==> config.mk <==
export PLATFORM = sky130hd
export DESIGN_NAME = flash_status_gen
export DESIGN_NICKNAME = d
export VERILOG_FILES = /design/src/rtl/fsf_pkg.sv /design/src/rtl/fsf_edge.sv /design/src/rtl/fsf_cmd_seq.sv /design/src/rtl/fsf_array.sv /design/src/rtl/flash_status_gen.sv
export SDC_FILE = /design/constraint.sdc
export NUM_CORES = 1
export LEC_CHECK = 0
export ABC_AREA = 1
export BUFFER_PORTS_ARGS = -buffer_cell sky130_fd_sc_hd__buf_2
export CAP_MARGIN = 20
export CELL_PAD_IN_SITES_DETAIL_PLACEMENT = 1
export CELL_PAD_IN_SITES_GLOBAL_PLACEMENT = 1
export CORE_MARGIN = 3
export CORE_UTILIZATION = 25
export CTS_CLUSTER_DIAMETER = 40
export DETAILED_ROUTE_END_ITERATION = 7
export PLACE_DENSITY_LB_ADDON = 0.1
export SLEW_MARGIN = 20
export SYNTH_ARGS = -nofsm -noshare
export SYNTH_HDL_FRONTEND = slang
export SYNTH_HIERARCHICAL = 1
export SYNTH_SLANG_ARGS = --single-unit
==> constraint.sdc <==
create_clock -name clk -period 6.8 [get_ports clk]
set_input_delay 1.02 -clock clk [delete_from_list [all_inputs] [get_ports clk]]
set_output_delay 1.02 -clock clk [all_outputs]
set_load 0.02 [all_outputs]
==> src/rtl/fsf_pkg.sv <==
package fsf_pkg;

  typedef enum logic [2:0] {
    PH_READ,
    PH_PROG,
    PH_EWIN,
    PH_ERASE,
    PH_SUSP,
    PH_SPROG
  } phase_t;

  localparam logic [7:0] CMD_UNLK_A  = 8'hAA;
  localparam logic [7:0] CMD_UNLK_B  = 8'h55;
  localparam logic [7:0] CMD_PROG    = 8'hA0;
  localparam logic [7:0] CMD_ERSETUP = 8'h80;
  localparam logic [7:0] CMD_CHIP    = 8'h10;
  localparam logic [7:0] CMD_SECT    = 8'h30;
  localparam logic [7:0] CMD_SUSP    = 8'hB0;

endpackage

==> src/rtl/fsf_edge.sv <==
module fsf_edge #(
  parameter bit FALLING = 1'b0
) (
  input  logic clk,
  input  logic rst_n,
  input  logic lvl,
  output logic evt
);
  logic lvl_q;

  always_ff @(posedge clk) begin
    if (!rst_n) lvl_q <= 1'b0;
    else        lvl_q <= lvl;
  end

  generate
    if (FALLING) begin : g_fall
      assign evt = lvl_q & ~lvl;
    end else begin : g_rise
      assign evt = lvl & ~lvl_q;
    end
  endgenerate
endmodule

==> src/rtl/fsf_cmd_seq.sv <==
module fsf_cmd_seq
  import fsf_pkg::*;
(
  input  logic       clk,
  input  logic       rst_n,
  input  logic       en,
  input  logic       erase_en,
  input  logic       wr_evt,
  input  logic [7:0] wbyte,
  output logic       prog_go,
  output logic       chip_go,
  output logic       sect_go,
  output logic       idle
);
  localparam logic [2:0] S_U1 = 3'd0;
  localparam logic [2:0] S_U2 = 3'd1;
  localparam logic [2:0] S_CMD = 3'd2;
  localparam logic [2:0] S_PDATA = 3'd3;
  localparam logic [2:0] S_E1 = 3'd4;
  localparam logic [2:0] S_E2 = 3'd5;
  localparam logic [2:0] S_ECMD = 3'd6;

  logic [2:0] step;

  always_comb begin
    prog_go = en && wr_evt && (step == S_PDATA);
    chip_go = en && wr_evt && (step == S_ECMD) && (wbyte == CMD_CHIP);
    sect_go = en && wr_evt && (step == S_ECMD) && (wbyte == CMD_SECT);
    idle    = (step == S_U1);
  end

  always_ff @(posedge clk) begin
    if (!rst_n || !en) begin
      step <= S_U1;
    end else if (wr_evt) begin
      unique case (step)
        S_U1:    step <= (wbyte == CMD_UNLK_A) ? S_U2 : S_U1;
        S_U2:    step <= (wbyte == CMD_UNLK_B) ? S_CMD : S_U1;
        S_CMD:   step <= (wbyte == CMD_PROG) ? S_PDATA :
                         ((wbyte == CMD_ERSETUP) && erase_en) ? S_E1 : S_U1;
        S_E1:    step <= (wbyte == CMD_UNLK_A) ? S_E2 : S_U1;
        S_E2:    step <= (wbyte == CMD_UNLK_B) ? S_ECMD : S_U1;
        default: step <= S_U1;
      endcase
    end
  end
endmodule

==> src/rtl/fsf_array.sv <==
module fsf_array #(
  parameter int ADDR_W = 6,
  parameter int DATA_W = 8,
  parameter int SECT_W = 2
) (
  input  logic                 clk,
  input  logic                 rst_n,
  input  logic                 pg_en,
  input  logic [ADDR_W-1:0]    pg_addr,
  input  logic [DATA_W-1:0]    pg_data,
  input  logic                 er_en,
  input  logic [(1<<SECT_W)-1:0] er_mask,
  input  logic [ADDR_W-1:0]    rd_addr,
  output logic [DATA_W-1:0]    rd_data
);
  localparam int DEPTH = 1 << ADDR_W;
  localparam int NSECT = 1 << SECT_W;
  localparam int SDEPTH = DEPTH / NSECT;

  logic [DATA_W-1:0] mem [DEPTH];

  always_ff @(posedge clk) begin
    if (!rst_n) begin
      for (int i = 0; i < DEPTH; i++) mem[i] <= '1;
    end else if (er_en) begin
      for (int i = 0; i < DEPTH; i++)
        if (er_mask[SECT_W'(i / SDEPTH)]) mem[i] <= '1;
    end else if (pg_en) begin
      mem[pg_addr] <= mem[pg_addr] & pg_data;
    end
  end

  assign rd_data = mem[rd_addr];
endmodule

==> src/rtl/flash_status_gen.sv <==
module flash_status_gen
  import fsf_pkg::*;
#(
  parameter int ADDR_W         = 6,
  parameter int DATA_W         = 8,
  parameter int SECT_W         = 2,
  parameter int PROT_PROG_CYC  = 20,
  parameter int PROT_ERASE_CYC = 60,
  parameter int TO_CYC         = 16,
  localparam int NSECT         = 1 << SECT_W
) (
  input  logic              clk,
  input  logic              rst_n,
  input  logic              ce_n,
  input  logic              oe_n,
  input  logic              we_n,
  input  logic [ADDR_W-1:0] addr,
  input  logic [DATA_W-1:0] din,
  input  logic [NSECT-1:0]  sect_prot,
  input  logic              algo_done,
  output logic [DATA_W-1:0] dout
);
  localparam int MAXC_A = (PROT_ERASE_CYC > PROT_PROG_CYC) ? PROT_ERASE_CYC : PROT_PROG_CYC;
  localparam int MAXC   = (MAXC_A > TO_CYC) ? MAXC_A : TO_CYC;
  localparam int CNT_W  = $clog2(MAXC + 1);

  function automatic logic [NSECT-1:0] sect_hot(input logic [ADDR_W-1:0] a);
    sect_hot = '0;
    sect_hot[a[ADDR_W-1 -: SECT_W]] = 1'b1;
  endfunction

  function automatic logic [DATA_W-1:0] status_word(input logic pol, input logic tg);
    status_word = '0;
    status_word[DATA_W-1] = pol;
    status_word[DATA_W-2] = tg;
  endfunction

  // strobes and events
  logic wstb, rstb, wr_evt, rd_evt, rd_act;
  assign wstb   = ~ce_n & ~we_n;
  assign rstb   = ~ce_n & ~oe_n;
  assign rd_act = rstb;

  fsf_edge #(.FALLING(1'b1)) u_wr_edge (.clk(clk), .rst_n(rst_n), .lvl(wstb), .evt(wr_evt));
  fsf_edge #(.FALLING(1'b0)) u_rd_edge (.clk(clk), .rst_n(rst_n), .lvl(rstb), .evt(rd_evt));

  // state
  phase_t            ph;
  logic [ADDR_W-1:0] pa;
  logic [DATA_W-1:0] pd;
  logic              pprot;
  logic [NSECT-1:0]  emask;
  logic [CNT_W-1:0]  cnt;
  logic              tog;

  logic [7:0]       wbyte;
  logic [NSECT-1:0] tgt_hot;
  assign wbyte   = din[7:0];
  assign tgt_hot = sect_hot(addr);

  // command decode
  logic seq_en, erase_en, prog_go, chip_go, sect_go, seq_idle;
  assign seq_en   = (ph == PH_READ) || (ph == PH_SUSP);
  assign erase_en = (ph == PH_READ);

  fsf_cmd_seq u_seq (
    .clk(clk), .rst_n(rst_n), .en(seq_en), .erase_en(erase_en),
    .wr_evt(wr_evt), .wbyte(wbyte),
    .prog_go(prog_go), .chip_go(chip_go), .sect_go(sect_go), .idle(seq_idle)
  );

  // named internal events
  logic prog_phase, erase_act, tog_act, all_prot;
  logic susp_cmd, resume_cmd, add_sect, cmd_flip;
  logic prot_prog_end, prog_done, erase_done, prot_erase_end, win_end;

  always_comb begin
    prog_phase     = (ph == PH_PROG) || (ph == PH_SPROG);
    erase_act      = (ph == PH_EWIN) || (ph == PH_ERASE);
    tog_act        = prog_phase || erase_act;
    all_prot       = ((emask & ~sect_prot) == '0);
    susp_cmd       = wr_evt && (ph == PH_ERASE) && !all_prot && (wbyte == CMD_SUSP);
    resume_cmd     = wr_evt && (ph == PH_SUSP) && seq_idle && (wbyte == CMD_SECT);
    add_sect       = wr_evt && (ph == PH_EWIN) && (wbyte == CMD_SECT);
    cmd_flip       = susp_cmd || resume_cmd;
    prot_prog_end  = prog_phase && pprot && (cnt == CNT_W'(PROT_PROG_CYC - 1));
    prog_done      = prog_phase && !pprot && algo_done;
    erase_done     = (ph == PH_ERASE) && !all_prot && algo_done && !susp_cmd;
    prot_erase_end = (ph == PH_ERASE) && all_prot && (cnt == CNT_W'(PROT_ERASE_CYC - 1));
    win_end        = (ph == PH_EWIN) && !add_sect && (cnt == CNT_W'(TO_CYC - 1));
  end

  always_ff @(posedge clk) begin
    if (!rst_n) begin
      ph    <= PH_READ;
      pa    <= '0;
      pd    <= '0;
      pprot <= 1'b0;
      emask <= '0;
      cnt   <= '0;
      tog   <= 1'b0;
    end else begin
      if ((rd_evt && tog_act) || cmd_flip) tog <= ~tog;
      unique case (ph)
        PH_READ: begin
          cnt <= '0;
          if (prog_go) begin
            pa <= addr; pd <= din; pprot <= |(tgt_hot & sect_prot);
            ph <= PH_PROG;
          end else if (chip_go) begin
            emask <= '1; ph <= PH_ERASE;
          end else if (sect_go) begin
            emask <= tgt_hot; ph <= PH_EWIN;
          end
        end
        PH_PROG, PH_SPROG: begin
          cnt <= cnt + 1'b1;
          if (prot_prog_end || prog_done) ph <= (ph == PH_PROG) ? PH_READ : PH_SUSP;
        end
        PH_EWIN: begin
          if (add_sect) begin
            emask <= emask | tgt_hot; cnt <= '0;
          end else if (win_end) begin
            ph <= PH_ERASE; cnt <= '0;
          end else begin
            cnt <= cnt + 1'b1;
          end
        end
        PH_ERASE: begin
          if (susp_cmd) ph <= PH_SUSP;
          else if (erase_done || prot_erase_end) ph <= PH_READ;
          else cnt <= cnt + 1'b1;
        end
        PH_SUSP: begin
          cnt <= '0;
          if (prog_go) begin
            pa <= addr; pd <= din; pprot <= |(tgt_hot & (sect_prot | emask));
            ph <= PH_SPROG;
          end else if (resume_cmd) begin
            ph <= PH_ERASE;
          end
        end
        default: ph <= PH_READ;
      endcase
    end
  end

  // array
  logic [DATA_W-1:0] arr_q;
  fsf_array #(.ADDR_W(ADDR_W), .DATA_W(DATA_W), .SECT_W(SECT_W)) u_arr (
    .clk(clk), .rst_n(rst_n),
    .pg_en(prog_done), .pg_addr(pa), .pg_data(pd),
    .er_en(erase_done), .er_mask(emask & ~sect_prot),
    .rd_addr(addr), .rd_data(arr_q)
  );

  // read mux
  logic status_rd, pol;
  always_comb begin
    status_rd = tog_act || ((ph == PH_SUSP) && |(tgt_hot & emask));
    pol       = prog_phase ? ~pd[DATA_W-1] : (ph == PH_SUSP);
    if (!rd_act)        dout = '0;
    else if (status_rd) dout = status_word(pol, tog);
    else                dout = arr_q;
  end
endmodule

## Word-level counts from Yosys, hierarchy flattened

Memories as Yosys holds them, arrays and structs flattened. A register that Yosys moved wholly into a read port is not among the register bits.
Cells that the tools add are included.
Widths: inputs -> output; s select.

- Bitwise operators: 83
- Equality and inequality tests: 34
- Magnitude comparators: 2
- Add/subtract/negate cells: 1
- Reduce and logical (&&, ||, !) cells: 61
- Multiplexer cells: 122

Operator list:

| operator | number |
|---|---|
| $mux 8 | 67 |
| $or 1x1->1 | 64 |
| $mux 3 | 15 |
| $mux 6 | 7 |
| $eq 8x8->1 const B | 4 |
| $pmux 3 s5 | 2 |
| $logic_and 1x1->1 | 28 |
| $pmux 6 s4 | 1 |
| $mux 1 | 22 |
| $ne 2x2->1 const B | 9 |
| $and 4x4->4 | 4 |
| $mux 4 | 4 |
| $eq 3x3->1 const B | 5 |
| $eq 3x2->1 const B | 4 |
| $reduce_or 4->1 | 3 |
| $logic_or 1x1->1 | 10 |
| $and 8x8->8 | 1 |
| $eq 8x5->1 const B | 1 |
| $eq 8x6->1 const B | 1 |
| $eq 8x7->1 const B | 1 |
| $or 4x4->4 | 2 |
| $pmux 4 s2 | 1 |
| $reduce_or 8->1 | 1 |
| $not 1->1 | 7 |
| other kinds (25) | 39 |

- Memories: 1
- Output and inout bits: 8
- Register bits: 34
- Logic and storage cells: 314
- Bits of input ports: 24
- Memory bits (writable): 512

Memories:

| memory | depth | bits a word | rd ports | clocked after memory_dff | wr ports | RTL line | RTL |
|---|---|---|---|---|---|---|---|
| u_arr.mem | 64 | 8 | 2 | 1 | 64 | fsf_array.sv:20 | `logic [DATA_W-1:0] mem [DEPTH];` |

## Logic depth before layout (Yosys ltp)

Gate-level depths: netlist of the first run.

- Depth in word-level cells: 14
- Mapped depth: 13
- Depth with buffers taken out: 13

## Cells and area by module

Netlist of the first run, hierarchy kept.

Modules (own cells, without submodules):

| module | times used | cells an instance | area each (um2) | seq. area each (um2) |
|---|---|---|---|---|
| fsf_array | 1 | 3838 | 29669.7 | 15374.7 |
| flash_status_gen | 1 | 313 | 1908.1 | 580.6 |
| fsf_cmd_seq | 1 | 66 | 345.3 | 60.1 |
| fsf_edge (u_rd_edge) | 1 | 5 | 37.5 | 20.0 |
| fsf_edge (u_wr_edge) | 1 | 5 | 35.0 | 20.0 |

## Worst setup path after synthesis of the first run

No wires, ideal clock.

- Path kind: input to output
- From: input addr[1]
- To: output dout[6]
- Setup slack: 3.103 ns
- Data required time: 5.780 ns
- Stages: 13
- Data arrival time: 2.677 ns
- Buffers on the path: 3
- Cells stage by stage: clkbuf_1 clkbuf_1 buf_1 a21oi_1 o21ai_0 nand3_1 nand2_1 nand2_1 nand3_1 nand3_1 nand2_1 o21ai_0 nor2_1

- Word-level cells in the longest chain between the ends: 3

Ends and longest elaborated chain:

| what | RTL line | RTL |
|---|---|---|
| start, declared | flash_status_gen.sv:17 | `input logic [ADDR_W-1:0] addr,` |
| $mem_v2 64x8 | n/a |  |
| net arr_q[6] | flash_status_gen.sv:149 | `logic [DATA_W-1:0] arr_q;` |
| $mux 8 | flash_status_gen.sv:163 | `else if (status_rd) dout = status_word(pol, tog);` |
| $mux 8 | flash_status_gen.sv:162 | `if (!rd_act) dout = '0;` |
| end, declared | flash_status_gen.sv:21 | `output logic [DATA_W-1:0] dout` |

The timed path passes the listed nets, and every way through them passes these cells.

## Final worst setup path of the first run

- From: input addr[0]
- To: output dout[7]

The elaborated chain is that of the path after synthesis.

==> impl_metrics.json, run 1 <==
{
  "outcome": "finished clean",
  "fin_worst_skew_ns": 0.0276,
  "final.fill_count": 15000,
  "clk_pin_slew_ns": 0.04,
  "cts_hold_buf": 0,
  "min_path_type": "reg2reg",
  "postRouteAntennaNets": 0,
  "finalSetupViolations": 0,
  "worstReg2RegEnd": "u_arr/mem[55][3]$_SDFFCE_PN1P_",
  "worstSetupEndpointType": "primary output",
  "multi_input_area_mm2": 0.0126,
  "syn_area_mm2": 0.0320,
  "reg2regPathDepth": 12,
  "finalHoldViolCount": 0,
  "gp_congestion": 0.815,
  "cap_viol_max_count": 0,
  "drt_wl_total_um": 148000,
  "p_leak_nw": 16.1,
  "p_int_mw": 8.56,
  "worstSkewPairLatency_ns": 0.75,
  "portBuffers": 31,
  "p_clk_share_pct": 59.3,
  "hold_path.startpoint": "tog$_SDFFE_PN0P_",
  "p_sw_share_pct": 24.2,
  "htree_num_levels": 4,
  "post_cts_resize_count": 0,
  "reg2reg_slack_ns": 2.22,
  "post_drt_wl_per_cell_um": 24.7,
  "p_sw_mw": 2.73,
  "fin_tns_setup_ns": 0,
  "min_to": "tog$_SDFFE_PN0P_",
  "path_class": "in2out",
  "stdcell_count": 5983,
  "grt_max_degree": 148,
  "dieArea_mm2": 0.132,
  "detailed_place_hpwl_um": 96200,
  "clkSinkCount": 546,
  "numCtsBuffers": 137,
  "track_usage_pct": 22.3,
  "grt_pass1_wl_um": 212000,
  "grt_pass1_vias": 28900,
  "antenna_cells": 0,
  "cp_max_fo": 58,
  "antenna_found_initial": 2,
  "power_density_mw_per_mm2": 293,
  "seqPwrFrac_pct": 34.7,
  "postSynthCellCount": 4225,
  "synth_nets": 4250,
  "period_share_pct": 74.2,
  "maxSlewHeadroom_pct": 28.6,
  "grt_util_met2_pct": 34.5,
  "rsz0062_at_grt": "no",
  "pre_cts_ws_ns": 1.69,
  "die_w_um": 364,
  "vias_per_cell": 4.83,
  "slew_viol_final": 0,
  "clk_path_buf_depth": 3,
  "core_area_mm2": 0.126,
  "cts_tree": "built",
  "worstPathRequired_ns": 5.78,
  "register_area_mm2": 0.0161,
  "ios": 32,
  "area_growth_pct": 20.3,
  "drive_above_1_share_pct": 10.3,
  "syn_avg_cell_area_um2": 7.57,
  "post-place-cells": 5732,
  "nets": 4246,
  "power_mw": 11.3,
  "gr-total-overflow": 0,
  "dpl_cell_area_mm2": 0.0338,
  "grt_util_met1_pct": 31.4,
  "whs_path_depth": 1,
  "final_area_mm2": 0.0385,
  "ir_worst_vdd_v": 0.000225,
  "start_util_pct": 25.3,
  "clock.fmax_mhz": 198,
  "period_needed_ns": 5.04,
  "r2r-start": "pa[0]$_SDFFE_PN0P_",
  "critPathArrivalTime_ns": 4.02,
  "p_comb_share_pct": 6.1,
  "worst_pin_slew_ns": 1.07,
  "num_rows": 130,
  "die_h_um": 364,
  "drc": 0,
  "fin_ws_ns": 1.76,
  "cp-start-kind": "primary input",
  "drtIter0Drc": 2170,
  "postCtsSetupBuffers": 0,
  "drt-pass1-iter-count": 5,
  "busiest_layer": "met2",
  "ys_warn_count": 6,
  "vias": 28900,
  "cts_root_buffer": "clkbuf_16",
  "met3_usage_pct": 3.87
}
## cells in the final DEF (no fill, tap or decap), drive strengths merged, types with 34 or more instances in the layout
master,instances
a21oi,203
buf,125
clkbuf,167
clkinv,43
dfxtp,34
edfxtp,512
inv,554
nand2,1524
nand3,513
nor2,203
o21ai,343
## cell type report
class                           instances  area share, %
Multi-Input combinational cell       2869           32.8
Inverter                              542           5.31
Sequential cell                       546           41.7
Timing Repair Buffer                  125           2.63
Tap cell                             1650           5.36
Clock buffer                          167           9.63
Clock inverter                         84           2.51
## sequential cells by signal (all words and copies together) (netlist names)
register         cells
cnt                  6
emask                4
pa                   6
pd                   8
ph                   3
pprot                1
tog                  1
u_arr/mem          512
u_rd_edge/lvl_q      1
u_seq/step           3
u_wr_edge/lvl_q      1
## metal layers
| metal | vias up | share of wire, % |
|---|---|---|
| met3 | 178 | 5.1 |
| met2 | 682 | 45 |
| li1 | 13700 | - |
| met1 | 14400 | 47 |
| met4 | 2 | 2.7 |
| met5 | - | 0.10 |
## power by group through the flow
stage	Sequential, mW	Combinational [mW]	Clock, mW
4_1_cts	3.92	0.689	6.84
2_1_floorplan	3.94	0.400	0
3_3_place_gp	3.97	0.684	0
6_report	3.91	0.684	6.69
3_5_place_dp	3.97	0.686	0
5_1_grt	3.93	0.758	7.01
## stage by stage
step | utilization, % | hold WS (ns)
final | 30.5 | 0.457
after global routing | 30.5 | 0.495
after CTS | 30.5 | 0.458
after detailed placement | 26.8 | 0.448
after global placement | 26.7 | 0.440
after floorplan | - | 0.423
## worst max-delay path by stage
stage	depth (start not counted)	endpoint	slack (ns)	start
global route	14	dout[7]	1.55	addr[0]
global placement	14	dout[7]	1.71	addr[0]
detailed placement	14	dout[7]	1.69	addr[0]
finish	14	dout[7]	1.76	addr[0]
floorplan	13	dout[6]	3.10	addr[1]
CTS	14	dout[7]	1.69	addr[0]
## worst max-delay path, stage by stage
cell      delay [ns]
buf_8           0.33
clkinv_2        0.67
buf_4           0.52
nand2_1         0.11
nand3_1         0.07
nand3_1         0.09
nand2_1         0.06
nand2_1         0.07
nand3_1         0.20
nand3_1         0.15
nand2_1         0.18
o21bai_1        0.22
inv_1           0.07
buf_2           0.16
Power figures use the tool's default switching activity.
==> inputs of run 2 (changes only) <==
==> constraint.sdc (replaced) <==
create_clock -name clk -period 4.2 [get_ports clk]
set_input_delay 0.63 -clock clk [delete_from_list [all_inputs] [get_ports clk]]
set_output_delay 0.63 -clock clk [all_outputs]
set_load 0.02 [all_outputs]
==> impl_metrics.json, run 2 (synthesis results as in run 1) <==
{
  "drtIter0Drc": 1925,
  "clk_pin_slew_ns": 0.04,
  "final_common_cell": "nand2_1",
  "worstSkewPairLatency_ns": 0.75,
  "p_leak_nw": 16.6,
  "htree_num_levels": 4,
  "cap_viol_max_count": 0,
  "grt_max_degree": 100,
  "maxSlewHeadroom_pct": 33.3,
  "slew_viol_final": 0,
  "cts_hold_buf": 0,
  "antenna_found_initial": 1,
  "postRouteAntennaNets": 0,
  "area_growth_pct": 23.0,
  "drt_wl_total_um": 146000,
  "gr-total-overflow": 0,
  "worstPathRequired_ns": 3.57,
  "ir_worst_vdd_v": 0.000339,
  "antenna_cells": 0,
  "critPathArrivalTime_ns": 3.24,
  "largest_reg_flops": 512,
  "dieArea_mm2": 0.132,
  "power_density_mw_per_mm2": 454,
  "cts_tree": "built",
  "regMostFlops": "u_arr/mem",
  "outcome": "finished clean",
  "track_usage_pct": 21.9,
  "nets": 4341,
  "min_path_type": "in2reg",
  "die_w_um": 364,
  "ios": 32,
  "worst_pin_slew_ns": 0.998,
  "cts_root_buffer": "clkbuf_16",
  "core_area_mm2": 0.126,
  "rsz0062_at_grt": "no",
  "cp-start-kind": "primary input",
  "most-common-layout-cells": "1,510 x nand2_1, 521 x inv_1, 512 x edfxtp_1",
  "start_util_pct": 25.3,
  "worstSetupEndpointType": "primary output",
  "drc": 0,
  "layout_top_registers": "u_arr/mem: 512 flops, pd: 8 flops",
  "vias_per_cell": 4.79,
  "detailed_place_hpwl_um": 101000,
  "vias": 29100,
  "period_needed_ns": 3.87,
  "numCtsBuffers": 133,
  "grt_pass1_wl_um": 211000,
  "finalHoldViolCount": 0,
  "post_drt_wl_per_cell_um": 24.0,
  "final.fill_count": 15000,
  "post_cts_resize_count": 0,
  "gp_congestion": 0.825,
  "num_rows": 130,
  "post-place-cells": 5831,
  "clk_path_buf_depth": 3,
  "path_class": "in2out",
  "cp_max_fo": 45,
  "drive_above_1_share_pct": 12.2,
  "drt-pass1-iter-count": 7,
  "portBuffers": 31,
  "finalSetupViolations": 0,
  "period_share_pct": 92.2,
  "multi_input_area_mm2": 0.0126,
  "fin_tns_setup_ns": 0,
  "clock.fmax_mhz": 258,
  "grt_pass1_vias": 29500,
  "fin_worst_skew_ns": 0.0335,
  "clkSinkCount": 546,
  "register_area_mm2": 0.0161,
  "postCtsSetupBuffers": 0,
  "stdcell_count": 6076,
  "die_h_um": 364
}
[run 2: cell count changes in the layout (fill, tap and decap cells not counted), moves of 7 or more]
cell | previous run | this run
buf_12 | 11 | 36
buf_4 | 82 | 158
clkinv_2 | 25 | 12
clkinv_4 | 5 | 12
inv_6 | 10 | 19
o21ai_0 | 265 | 287
o21ai_1 | 77 | 55
[run 2: metrics by stage]
stage	hold WS, ns	power, mW	instance area, um^2	setup slack [ns]	util [%]
final	0.139	17.8	39300	0.329	31.1
after global routing	0.153	18.5	39300	0.247	31.1
after floorplan	0.423	7.02	32000	1.05	-
after detailed placement	0.461	7.58	34800	0.349	27.6
after global placement	0.446	7.57	34800	0.304	27.6
after CTS	0.0817	18.1	39300	0.348	31.1
[run 2: area by class of cell]
class | count | share of cell area [%]
Sequential cell | 546 | 40.8
Tap cell | 1650 | 5.25
Inverter | 542 | 5.19
Multi-Input combinational cell | 2869 | 32.1
Clock inverter | 90 | 2.42
Timing Repair Buffer | 224 | 5.27
Clock buffer | 155 | 8.99
[run 2: power by group]
| part | total, mW | internal [mW] | switching [mW] |
|---|---|---|---|
| sequential | 6.33 | 6.20 | 0.124 |
| clock | 10.4 | 6.86 | 3.52 |
| combinational | 1.15 | 0.335 | 0.816 |
[run 2: worst max-delay path, stage by stage]
cell,delay (ns)
buf_6,0.45
buf_12,0.28
a21oi_1,0.06
o21ai_0,0.12
nand3_1,0.17
nand2_1,0.20
nand2_1,0.09
nand3_1,0.15
nand3_1,0.17
nand2_1,0.19
nand2_1,0.07
nor2_1,0.32
buf_2,0.24
[run 2: metal layers]
| layer | vias up | share of wire [%] | GRT usage [%] |
|---|---|---|---|
| li1 | 13900 | - | - |
| met5 | - | 0 | 0 |
| met2 | 564 | 45 | 35.0 |
| met4 | 0 | 2.2 | 5.82 |
| met1 | 14500 | 48 | 30.9 |
| met3 | 155 | 4.1 | 3.25 |
[run 2: worst paths after layout]
path	startpoint	end	cells past startpoint	slack (ns)
setup / recovery	addr[1]	dout[1]	13	0.33
hold / removal	we_n	u_wr_edge/lvl_q$_SDFF_PN0_	4	0.14
setup reg to reg	pa[0]$_SDFFE_PN0P_	u_arr/mem[2][5]$_SDFFCE_PN1P_	13	0.45
hold reg to reg	tog$_SDFFE_PN0P_	tog$_SDFFE_PN0P_	1	0.48
==> inputs of run 3 (changes only) <==
--- a/config.mk
+++ b/config.mk
@@ -10,6 +10,7 @@
 export CAP_MARGIN = 20
 export CELL_PAD_IN_SITES_DETAIL_PLACEMENT = 1
 export CELL_PAD_IN_SITES_GLOBAL_PLACEMENT = 1
+export CORE_ASPECT_RATIO = 1.2
 export CORE_MARGIN = 3
 export CORE_UTILIZATION = 25
 export CTS_CLUSTER_DIAMETER = 40
==> constraint.sdc (replaced) <==
create_clock -name clk -period 4.69 [get_ports clk]
set_input_delay 0.7035 -clock clk [delete_from_list [all_inputs] [get_ports clk]]
set_output_delay 0.7035 -clock clk [all_outputs]
set_load 0.02 [all_outputs]
==> impl_metrics.json, run 3 (synthesis results as in run 1) <==
{
  "cap_viol_max_count": 0,
  "maxSlewHeadroom_pct": 28.2,
  "dieArea_mm2": 0.132,
  "final_common_cell": "nand2_1",
  "fin_worst_skew_ns": 0.0434,
  "rsz0062_at_grt": "no",
  "num_rows": 143,
  "grt_pass1_wl_um": 208000,
  "outcome": "finished clean",
  "grt_max_degree": 129,
  "stdcell_count": 6051,
  "clock.fmax_mhz": 257,
  "grt_pass1_vias": 29200,
  "nets": 4306,
  "worst_pin_slew_ns": 1.08,
  "worstPathRequired_ns": 3.99,
  "timing.hold.ws_ns": 0.235,
  "most-common-layout-cells": "1,510 x nand2_1, 521 x inv_1, 512 x edfxtp_1",
  "post-place-cells": 5831,
  "min_to": "u_wr_edge/lvl_q$_SDFF_PN0_",
  "fin_tns_setup_ns": 0,
  "drtIter0Drc": 1701,
  "hold_path.startpoint": "we_n",
  "drt-pass1-iter-count": 5,
  "whs_path_depth": 4,
  "gp_congestion": 0.812,
  "vias_per_cell": 4.74,
  "gr-total-overflow": 0,
  "slew_viol_final": 0,
  "cp-start-kind": "primary input",
  "track_usage_pct": 21.6,
  "layout_top_registers": "u_arr/mem: 512 flops, pd: 8 flops",
  "worstSetupEndpointType": "primary output",
  "cp_max_fo": 38,
  "period_needed_ns": 3.89,
  "start_util_pct": 25.2,
  "reg2regPathDepth": 11,
  "die_w_um": 333,
  "drive_above_1_share_pct": 11.7,
  "clkSinkCount": 546,
  "antenna_found_initial": 5,
  "drc": 0,
  "regMostFlops": "u_arr/mem",
  "r2r-start": "pa[0]$_SDFFE_PN0P_",
  "worstSkewPairLatency_ns": 0.74,
  "htree_num_levels": 3,
  "postCtsSetupBuffers": 0,
  "post_drt_wl_per_cell_um": 23.9,
  "post_cts_resize_count": 0,
  "ios": 32,
  "area_growth_pct": 20.9,
  "finalSetupViolations": 0,
  "path_class": "in2out",
  "power_density_mw_per_mm2": 391,
  "critPathArrivalTime_ns": 3.19,
  "cts_hold_buf": 0,
  "vias": 28700,
  "cts_root_buffer": "clkbuf_16",
  "reg2reg_slack_ns": 0.93,
  "period_share_pct": 83.0,
  "clk_path_buf_depth": 3,
  "cts_tree": "built",
  "p_leak_nw": 16.2,
  "drt_wl_total_um": 145000,
  "die_h_um": 398,
  "ir_worst_vdd_v": 0.000316,
  "clk_pin_slew_ns": 0.05,
  "fin_util_pct": 30.5,
  "min_path_type": "in2reg",
  "finalHoldViolCount": 0,
  "largest_reg_flops": 512,
  "postRouteAntennaNets": 0,
  "worstReg2RegEnd": "u_arr/mem[3][4]$_SDFFCE_PN1P_",
  "detailed_place_hpwl_um": 99400,
  "numCtsBuffers": 115,
  "core_area_mm2": 0.127,
  "portBuffers": 31
}
==> run 3: layout make-up <==
type | instances | area [um^2]
antenna | 3 | 7.51
clock buffer | 119 | 2890
clock inverter | 98 | 1130
fill | 15200 | 88200
inverter | 542 | 2040
multi-input combinational | 2869 | 12600
sequential | 546 | 16100
tap | 1667 | 2090
timing repair buffer | 207 | 1850
==> run 3: report_power, final <==
| part | switching, mW | internal (mW) | total, mW |
|---|---|---|---|
| combinational | 0.731 | 0.287 | 1.02 |
| clock | 3.07 | 5.37 | 8.44 |
| sequential | 0.107 | 5.55 | 5.65 |
==> run 3: worst max-delay path: stages <==
cell	delay, ns
buf_8	0.25
clkinv_2	0.33
buf_4	0.31
o21ai_0	0.30
nand3_1	0.12
nand3_1	0.11
nand3_1	0.07
nand3_1	0.21
nand2_1	0.23
o21bai_1	0.31
inv_1	0.06
buf_2	0.16
==> run 3: worst max path at each step <==
stage               startpoint                              to  slack, ns  cells past startpoint
finish                 addr[0]                         dout[7]       0.80                     12
global route           addr[0]                         dout[7]       0.69                     14
CTS                    addr[0]                         dout[7]       0.84                     12
detailed placement     addr[0]                         dout[7]       0.84                     12
global placement       addr[0]                         dout[6]       0.84                     13
floorplan                 ce_n  u_arr/mem[31][0]$_SDFFCE_PN1P_       1.46                     11
==> run 3: through the flow <==
step           worst slack [ns]  power (mW)  cell area [um^2]
2_1_floorplan              1.46        6.29             32000
3_3_place_gp              0.840        6.77             34600
3_5_place_dp              0.844        6.78             34600
4_1_cts                   0.836        15.3             38700
5_1_grt                   0.692        15.7             38700
6_report                  0.795        15.1             38700
==> run 3: metal layers <==
| layer | part of all wire, % | vias up | global-route usage (%) |
|---|---|---|---|
| met5 | 0 | - | 0 |
| met4 | 2.2 | 0 | 5.75 |
| met3 | 3.5 | 140 | 2.64 |
| met2 | 49 | 501 | 37.8 |
| met1 | 45 | 14200 | 28.1 |
| li1 | - | 13800 | - |
